**src/rtl/bd_pkg.sv**
```systemverilog
package bd_pkg;
  localparam int unsigned BD_CORES_DEF  = 4;
  localparam int unsigned BD_KERNS_DEF  = 4;
  localparam int unsigned BD_CNT_W_DEF  = 6;
  localparam int unsigned BD_PEND_W_DEF = 4;

  // index of the core sitting 'step' places after 'base', wrapping at n
  function automatic int unsigned bd_wrap(input int unsigned base,
                                          input int unsigned step,
                                          input int unsigned n);
    return (base + step) % n;
  endfunction
endpackage

```
**src/rtl/bd_rr_pick.sv**
```systemverilog
module bd_rr_pick
  import bd_pkg::*;
#(
  parameter int unsigned N = 4,
  localparam int unsigned IW = (N > 1) ? $clog2(N) : 1
) (
  input  logic [N-1:0]  req,
  input  logic [IW-1:0] last,
  output logic          hit,
  output logic [IW-1:0] sel
);
  always_comb begin
    hit = 1'b0;
    sel = '0;
    for (int unsigned i = 1; i <= N; i++) begin
      if (!hit && req[bd_wrap(int'(last), i, N)]) begin
        hit = 1'b1;
        sel = IW'(bd_wrap(int'(last), i, N));
      end
    end
  end
endmodule

```
**src/rtl/bd_core_slot.sv**
```systemverilog
module bd_core_slot #(
  parameter int unsigned NKERN = 4,
  localparam int unsigned KW = (NKERN > 1) ? $clog2(NKERN) : 1
) (
  input  logic             clk,
  input  logic             rst_n,
  input  logic             conc_mode,
  input  logic [NKERN-1:0] kern_left,
  input  logic [NKERN-1:0] done_now,
  input  logic             drained,
  input  logic             fit,
  input  logic             bind_en,
  input  logic [KW-1:0]    bind_id,
  output logic             kvld,
  output logic [KW-1:0]    kid,
  output logic             need,
  output logic             elig
);
  logic          kvld_q;
  logic [KW-1:0] kid_q;
  logic          has_work;

  assign has_work = kvld_q && kern_left[kid_q];
  assign need     = !kvld_q || (!kern_left[kid_q] && (conc_mode || drained));
  assign elig     = has_work && fit;
  assign kvld     = kvld_q;
  assign kid      = kid_q;

  always_ff @(posedge clk) begin
    if (!rst_n) begin
      kvld_q <= 1'b0;
      kid_q  <= '0;
    end else if (bind_en) begin
      kvld_q <= 1'b1;
      kid_q  <= bind_id;
    end else if (kvld_q && done_now[kid_q]) begin
      kvld_q <= 1'b0;
    end
  end
endmodule

```
**src/rtl/bd_kern_track.sv**
```systemverilog
module bd_kern_track #(
  parameter int unsigned NCORE = 4,
  parameter int unsigned CW    = 6
) (
  input  logic             clk,
  input  logic             rst_n,
  input  logic             left,
  input  logic             issued,
  input  logic [NCORE-1:0] fin_hit,
  output logic [CW-1:0]    cnt,
  output logic             done_now,
  output logic             done_pulse
);
  logic          seen_q;
  logic [CW-1:0] cnt_q;
  logic          pulse_q;

  assign done_now   = seen_q && (cnt_q == '0) && !left;
  assign cnt        = cnt_q;
  assign done_pulse = pulse_q;

  always_ff @(posedge clk) begin
    if (!rst_n) begin
      seen_q  <= 1'b0;
      cnt_q   <= '0;
      pulse_q <= 1'b0;
    end else begin
      cnt_q   <= cnt_q + CW'(issued) - CW'($countones(fin_hit));
      pulse_q <= done_now;
      if (done_now)    seen_q <= 1'b0;
      else if (issued) seen_q <= 1'b1;
    end
  end
endmodule

```
**src/rtl/bd_dispatch.sv**
```systemverilog
module bd_dispatch
  import bd_pkg::*;
#(
  parameter int unsigned NCORE = BD_CORES_DEF,
  parameter int unsigned NKERN = BD_KERNS_DEF,
  parameter int unsigned CW    = BD_CNT_W_DEF,
  parameter int unsigned PW    = BD_PEND_W_DEF,
  localparam int unsigned KW = (NKERN > 1) ? $clog2(NKERN) : 1,
  localparam int unsigned IW = (NCORE > 1) ? $clog2(NCORE) : 1
) (
  input  logic                clk,
  input  logic                rst_n,
  input  logic                conc_mode,
  input  logic [NKERN-1:0]    kern_left,
  input  logic [NCORE*PW-1:0] core_pend,
  input  logic [NCORE-1:0]    core_fit,
  input  logic                ksel_valid,
  input  logic [KW-1:0]       ksel_id,
  output logic                ksel_ready,
  output logic [IW-1:0]       ksel_core,
  input  logic [NCORE-1:0]    fin_vld,
  input  logic [NCORE*KW-1:0] fin_kern,
  output logic [NCORE-1:0]    rel_vld,
  output logic [NCORE*KW-1:0] rel_kern,
  output logic [NCORE-1:0]    issue_strobe,
  output logic [KW-1:0]       issue_kern,
  output logic [NCORE-1:0]    core_kvld,
  output logic [NCORE*KW-1:0] core_kid,
  output logic [NKERN*CW-1:0] run_cnt,
  output logic [NKERN-1:0]    kern_done
);
  logic [IW-1:0]    ptr_q;
  logic [NCORE-1:0] need_v, elig_v;
  logic [NKERN-1:0] done_now_v;
  logic             iss_hit, req_hit;
  logic [IW-1:0]    iss_sel, req_sel;
  logic             take;

  bd_rr_pick #(.N(NCORE)) u_iss_pick (
    .req(elig_v), .last(ptr_q), .hit(iss_hit), .sel(iss_sel));
  bd_rr_pick #(.N(NCORE)) u_req_pick (
    .req(need_v), .last(ptr_q), .hit(req_hit), .sel(req_sel));

  assign ksel_ready = req_hit;
  assign ksel_core  = req_sel;
  assign take       = ksel_valid && req_hit;
  assign rel_vld    = fin_vld;
  assign rel_kern   = fin_kern;

  always_comb begin
    issue_strobe = '0;
    issue_kern   = '0;
    if (iss_hit) begin
      issue_strobe[iss_sel] = 1'b1;
      issue_kern            = core_kid[int'(iss_sel)*KW +: KW];
    end
  end

  always_ff @(posedge clk) begin
    if (!rst_n)       ptr_q <= IW'(NCORE - 1);
    else if (iss_hit) ptr_q <= iss_sel;
  end

  for (genvar c = 0; c < NCORE; c++) begin : g_core
    logic drained;
    assign drained = (core_pend[c*PW +: PW] == '0);
    bd_core_slot #(.NKERN(NKERN)) u_slot (
      .clk(clk), .rst_n(rst_n), .conc_mode(conc_mode),
      .kern_left(kern_left), .done_now(done_now_v),
      .drained(drained), .fit(core_fit[c]),
      .bind_en(take && (req_sel == IW'(c))), .bind_id(ksel_id),
      .kvld(core_kvld[c]), .kid(core_kid[c*KW +: KW]),
      .need(need_v[c]), .elig(elig_v[c]));
  end

  for (genvar k = 0; k < NKERN; k++) begin : g_kern
    logic [NCORE-1:0] hit_v;
    for (genvar c = 0; c < NCORE; c++) begin : g_hit
      assign hit_v[c] = fin_vld[c] && (fin_kern[c*KW +: KW] == KW'(k));
    end
    bd_kern_track #(.NCORE(NCORE), .CW(CW)) u_trk (
      .clk(clk), .rst_n(rst_n), .left(kern_left[k]),
      .issued(iss_hit && (issue_kern == KW'(k))),
      .fin_hit(hit_v), .cnt(run_cnt[k*CW +: CW]),
      .done_now(done_now_v[k]), .done_pulse(kern_done[k]));
  end
endmodule

```
**config.mk**
```make
export PLATFORM = sky130hd
export DESIGN_NAME = bd_dispatch
export DESIGN_NICKNAME = d
export VERILOG_FILES = /design/src/rtl/bd_pkg.sv /design/src/rtl/bd_rr_pick.sv /design/src/rtl/bd_core_slot.sv /design/src/rtl/bd_kern_track.sv /design/src/rtl/bd_dispatch.sv
export SDC_FILE = /design/constraint.sdc
export NUM_CORES = 1
export LEC_CHECK = 0
export BUFFER_PORTS_ARGS = -buffer_cell sky130_fd_sc_hd__buf_2
export CAP_MARGIN = 5
export CELL_PAD_IN_SITES_DETAIL_PLACEMENT = 0
export CELL_PAD_IN_SITES_GLOBAL_PLACEMENT = 1
export CORE_UTILIZATION = 27
export CTS_BUF_LIST = sky130_fd_sc_hd__clkbuf_8
export DETAILED_ROUTE_END_ITERATION = 6
export GPL_ROUTABILITY_DRIVEN = 0
export GPL_TIMING_DRIVEN = 0
export PLACE_DENSITY_LB_ADDON = 0.1
export SYNTH_ARGS = -nofsm -noshare
export SYNTH_HDL_FRONTEND = slang
export SYNTH_SLANG_ARGS = --single-unit
```
**constraint.sdc**
```tcl
create_clock -name clk -period 4.4 [get_ports clk]
set_input_delay 0.22 -clock clk [delete_from_list [all_inputs] [get_ports clk]]
set_output_delay 0.22 -clock clk [all_outputs]
set_load 0.01 [all_outputs]
```
==> impl.org <==
** Global routing
- Maximum number of pins on one net before global-route repair :: 15
- Vias in the first global route :: 2,746
- Congestion Overflow GR :: 0
- Overall global routing resource usage :: 0.138
- The first global-routing pass estimated 13,900 um of wire.
- The number of antenna violations at the first check in global routing was 0.

** Drt
- Routed WL per cell :: 13.7 um
- DR vias :: 2,846
- Antenna violation net count after detailed routing :: 0
- For this run, design rule violations remaining after detail routing come to 0.
- Starting DRT DRC Count :: 92
- Summed over all layers, the routed wires come to 8830 um.
- Post-detailed-route via-to-cell ratio :: 4.42
- The first detailed-routing pass ran for 4 iterations.

** STA
- Slew of the pin with the lowest slew margin :: 0.677 ns
- Derived from the worst setup path, the maximum achievable clock frequency is ~260 MHz.
- Final max-slew violation count :: 0
- Setup repair after global routing left no endpoint under its margin.
- For the final database, setup skew stands at 0.0201 ns.
- Max-slew headroom :: 0.549
- Summed negative setup slack over all endpoints :: 0 ns
- Final worst-path setup slack :: 0.515 ns
- Final critical-path required period :: 3.89 ns
- Hold violation count in the final report :: 0
- Tcrit/Tclk final :: 0.883
- Setup violations remaining at the end of the flow were counted as 0.

** Logic synthesis
- Share of synthesized flip-flops with an asynchronous set or reset :: 0
- In this run, synthesis inferred 0 flip-flops with an integrated enable.
- The biggest area contributor in the post-synthesis netlist is dfxtp_1.
- The share of the Yosys chip area taken by registers is 0.269.
- The share of synthesized area in the top cell type comes to 0.269.
- The mapped netlist covers roughly 3400 sq um.
- The cell count after synthesis came out at roughly 370.
- Synthesis inferred 46 register bits.
- Most area-consuming cells after synthesis :: dfxtp_1 27%, ha_1 15%, fa_1 7.0%, inv_1 5.0%, mux4_2 4.6%
- Count of synthesis-stage warnings from yosys :: 0
- Most frequently used flop master after synthesis :: dfxtp_1
- Post-synthesis area per instance :: 9.33 sq um
- The number of nets handed over by synthesis was 461.
- In this run, distinct cell masters in the synthesized netlist total 49.
- Commonest cells in the synthesized netlist :: 46 x dfxtp_1, 46 x inv_1, 40 x ha_1

** Clock tree
- Clock tree sinks :: between 40 and 50
- Clock insertion delay at the later pin of the skew report :: 0.31 ns
- The clock passes through at most 2 buffers.
- TritonCTS clock tree :: done
- After clock tree synthesis, the flow added hold-fix buffers numbering 0.
- Clock-pin slew on the worst setup and hold paths :: 0.10 ns
- H-tree Lvls :: 2
- Post-cts repair resize count :: 0
- Clock tree synthesis selected as its root buffer the cell clkbuf_8.
- Total CTS buffers :: 5
- Post-CTS setup-driven buffer insertion count :: 0

** Final layout
- For this run, the post-layout net count is around 570.
- The layout has 1,320 filler cells.
- The number of antenna diodes in the final layout is 0.
- Non-Filler Cell Area, Final :: between 4000 and 5000 sq um
- Of the cells placed in the final design, the portion with a size suffix greater than 1 is 0.307.
- Relative to the synthesized area, the layout overhead comes to 23.4%.

** Placed design
- Pre-CTS worst setup slack :: 0.463 ns
- Area of placed instances :: 4140 sq um
- During placement, the flow inserted port buffers numbering between 100 and 150.
- HPWL after detailed placement :: 7470 um

** Worst setup path
- Startpoint kind of the worst setup timing path :: register
- Cell seen most often among critical-path stages :: ha_1
- Largest fanout on the critical path :: 8
- The signal on the critical path passes through mux4_2 -> a31o_1 -> o211ai_4 -> mux2i_1 -> o22ai_1 -> nor2b_2 -> ha_1 -> ha_1 -> fa_1 -> a21o_1 -> a21oi_1 -> xnor2_1 -> nor2_1.
- At the worst endpoint, the required time is approximately 4.6 ns.
- Arrival time of the worst setup path :: 4.07 ns
- On the worst path, the slowest cell contributes a delay of a little under 0.6 ns.
- Standard cell with the maximum stage delay on the critical path :: mux4_2
- Critical path start-end classification :: reg -> reg
- The worst setup path is captured at a register.

** Die
- Initial core utilization :: 0.280
- Measured along the x axis, the die boundary spans 115 um.
- Die outline height :: 115 um
- Die Footprint :: 13,100 sq um
- During I/O placement, the number of pins put on the boundary was 103.
- Std-Cell Rows :: 40
- Placeable Area :: 12,200 sq um

** Power and ir drop
- Leakage power :: 2.22 nW
- In this run the power density over the cells is 448 nW/um^2.
- Across the VDD grid, the largest voltage drop is roughly 0.26 mV.

** Job
- Across the run, the number of max-cap violations was 0.

** Worst hold path
- Class of the worst hold path :: in -> reg

** Run status
- Outcome :: finished, final reports clean
==> cell families (layout without fill, tap and decap cells) <==
kind of cell / Yosys count / in the layout / share of synthesized area
buf+inv: 71 / 180 / 0.0997
xor+xnor: 12 / 12 / 0.0307
mux: 22 / 22 / 0.0983
flops: 46 / 46 / 0.269
fa+ha+maj: 52 / 52 / 0.216
simple gates: 118 / 118 / 0.177
compound gates: 46 / 46 / 0.109
==> placed cells by master (no fill, tap or decap), types with 3 or more instances in the layout <==
cell type,n
mux4_2,7
ha_1,40
buf_2,101
clkbuf_8,5
inv_1,47
o211a_1,4
nor2_1,35
nor3b_1,4
fa_1,12
a21o_1,8
buf_4,20
nor4b_1,3
mux2i_1,13
xnor2_1,6
and3_1,5
nor4_1,5
a21oi_1,14
nand2_1,27
o21ai_0,3
and2_1,18
dfxtp_1,46
nand3_1,6
xor2_1,6
clkbuf_1,5
==> flip-flops by register name (all words and copies together) (netlist names) <==
signal                   count
g_kern.u_trk.seen_q          4
ptr_q                        2
g_kern.u_trk.cnt            24
g_core.u_slot.kvld           4
g_core.u_slot.kid            8
g_kern.u_trk.done_pulse      4
==> path summary, 6_finish.rpt <==
path	start	endpoint	slack, ns	cells past startpoint
setup reg to reg	g_core[3].u_slot.kid[0]	g_kern[1].u_trk.cnt[5]	0.51	13
hold reg to reg	g_kern[2].u_trk.seen_q	g_kern[2].u_trk.seen_q	0.51	1
hold / removal	ksel_id[0]	g_core[0].u_slot.kid[0]	0.26	3
setup / recovery	g_core[3].u_slot.kid[0]	g_kern[1].u_trk.cnt[5]	0.51	13
==> area by class of cell <==
class / instances / area [sq um] / area share
buffer: 25 / 169 / 0.0400
clock buffer: 5 / 68.8 / 0.0163
clock inverter: 3 / 17.5 / 0.00414
inverter: 46 / 173 / 0.0409
multi-input combinational: 250 / 2160 / 0.512
sequential: 46 / 921 / 0.218
tap: 168 / 210 / 0.0497
timing repair buffer: 101 / 505 / 0.120
==> metrics by stage <==
stage,cells,util,total power [mW],hold slack [ns]
3_3_place_gp,636,0.339,1.65,0.481
5_1_grt,644,0.346,2.10,0.241
3_5_place_dp,636,0.339,1.66,0.487
4_1_cts,644,0.346,1.94,0.243
6_report,644,0.346,1.89,0.260
2_1_floorplan,367,-,1.36,0.423
==> layer usage <==
layer | wire length (um) | track usage
met1 | 4080 | 0.177
met2 | 4270 | 0.237
met3 | 424 | 0.0275
met4 | 53 | 0.0312
met5 | 0 | 0
==> power by group <==
group          internal (mW)  total (mW)  switching (mW)  leakage [nW]
Combinational          0.494        1.01           0.517          1.79
Clock                  0.110       0.263           0.153        0.0493
Sequential             0.522       0.618          0.0964         0.378
Total                   1.13        1.89           0.767          2.22
==> worst max-delay path: cells and delay by family (launching register included) <==
family / cells / cell delay, ns
flip-flops: 1 / 0.44
adder cells (fa/ha/maj): 3 / 0.91
AND/OR/NAND/NOR: 2 / 0.24
multiplexers: 2 / 0.89
XOR/XNOR: 1 / 0.14
AO/OA/AOI/OAI: 5 / 1.15
(Power assumes the default switching activity.)
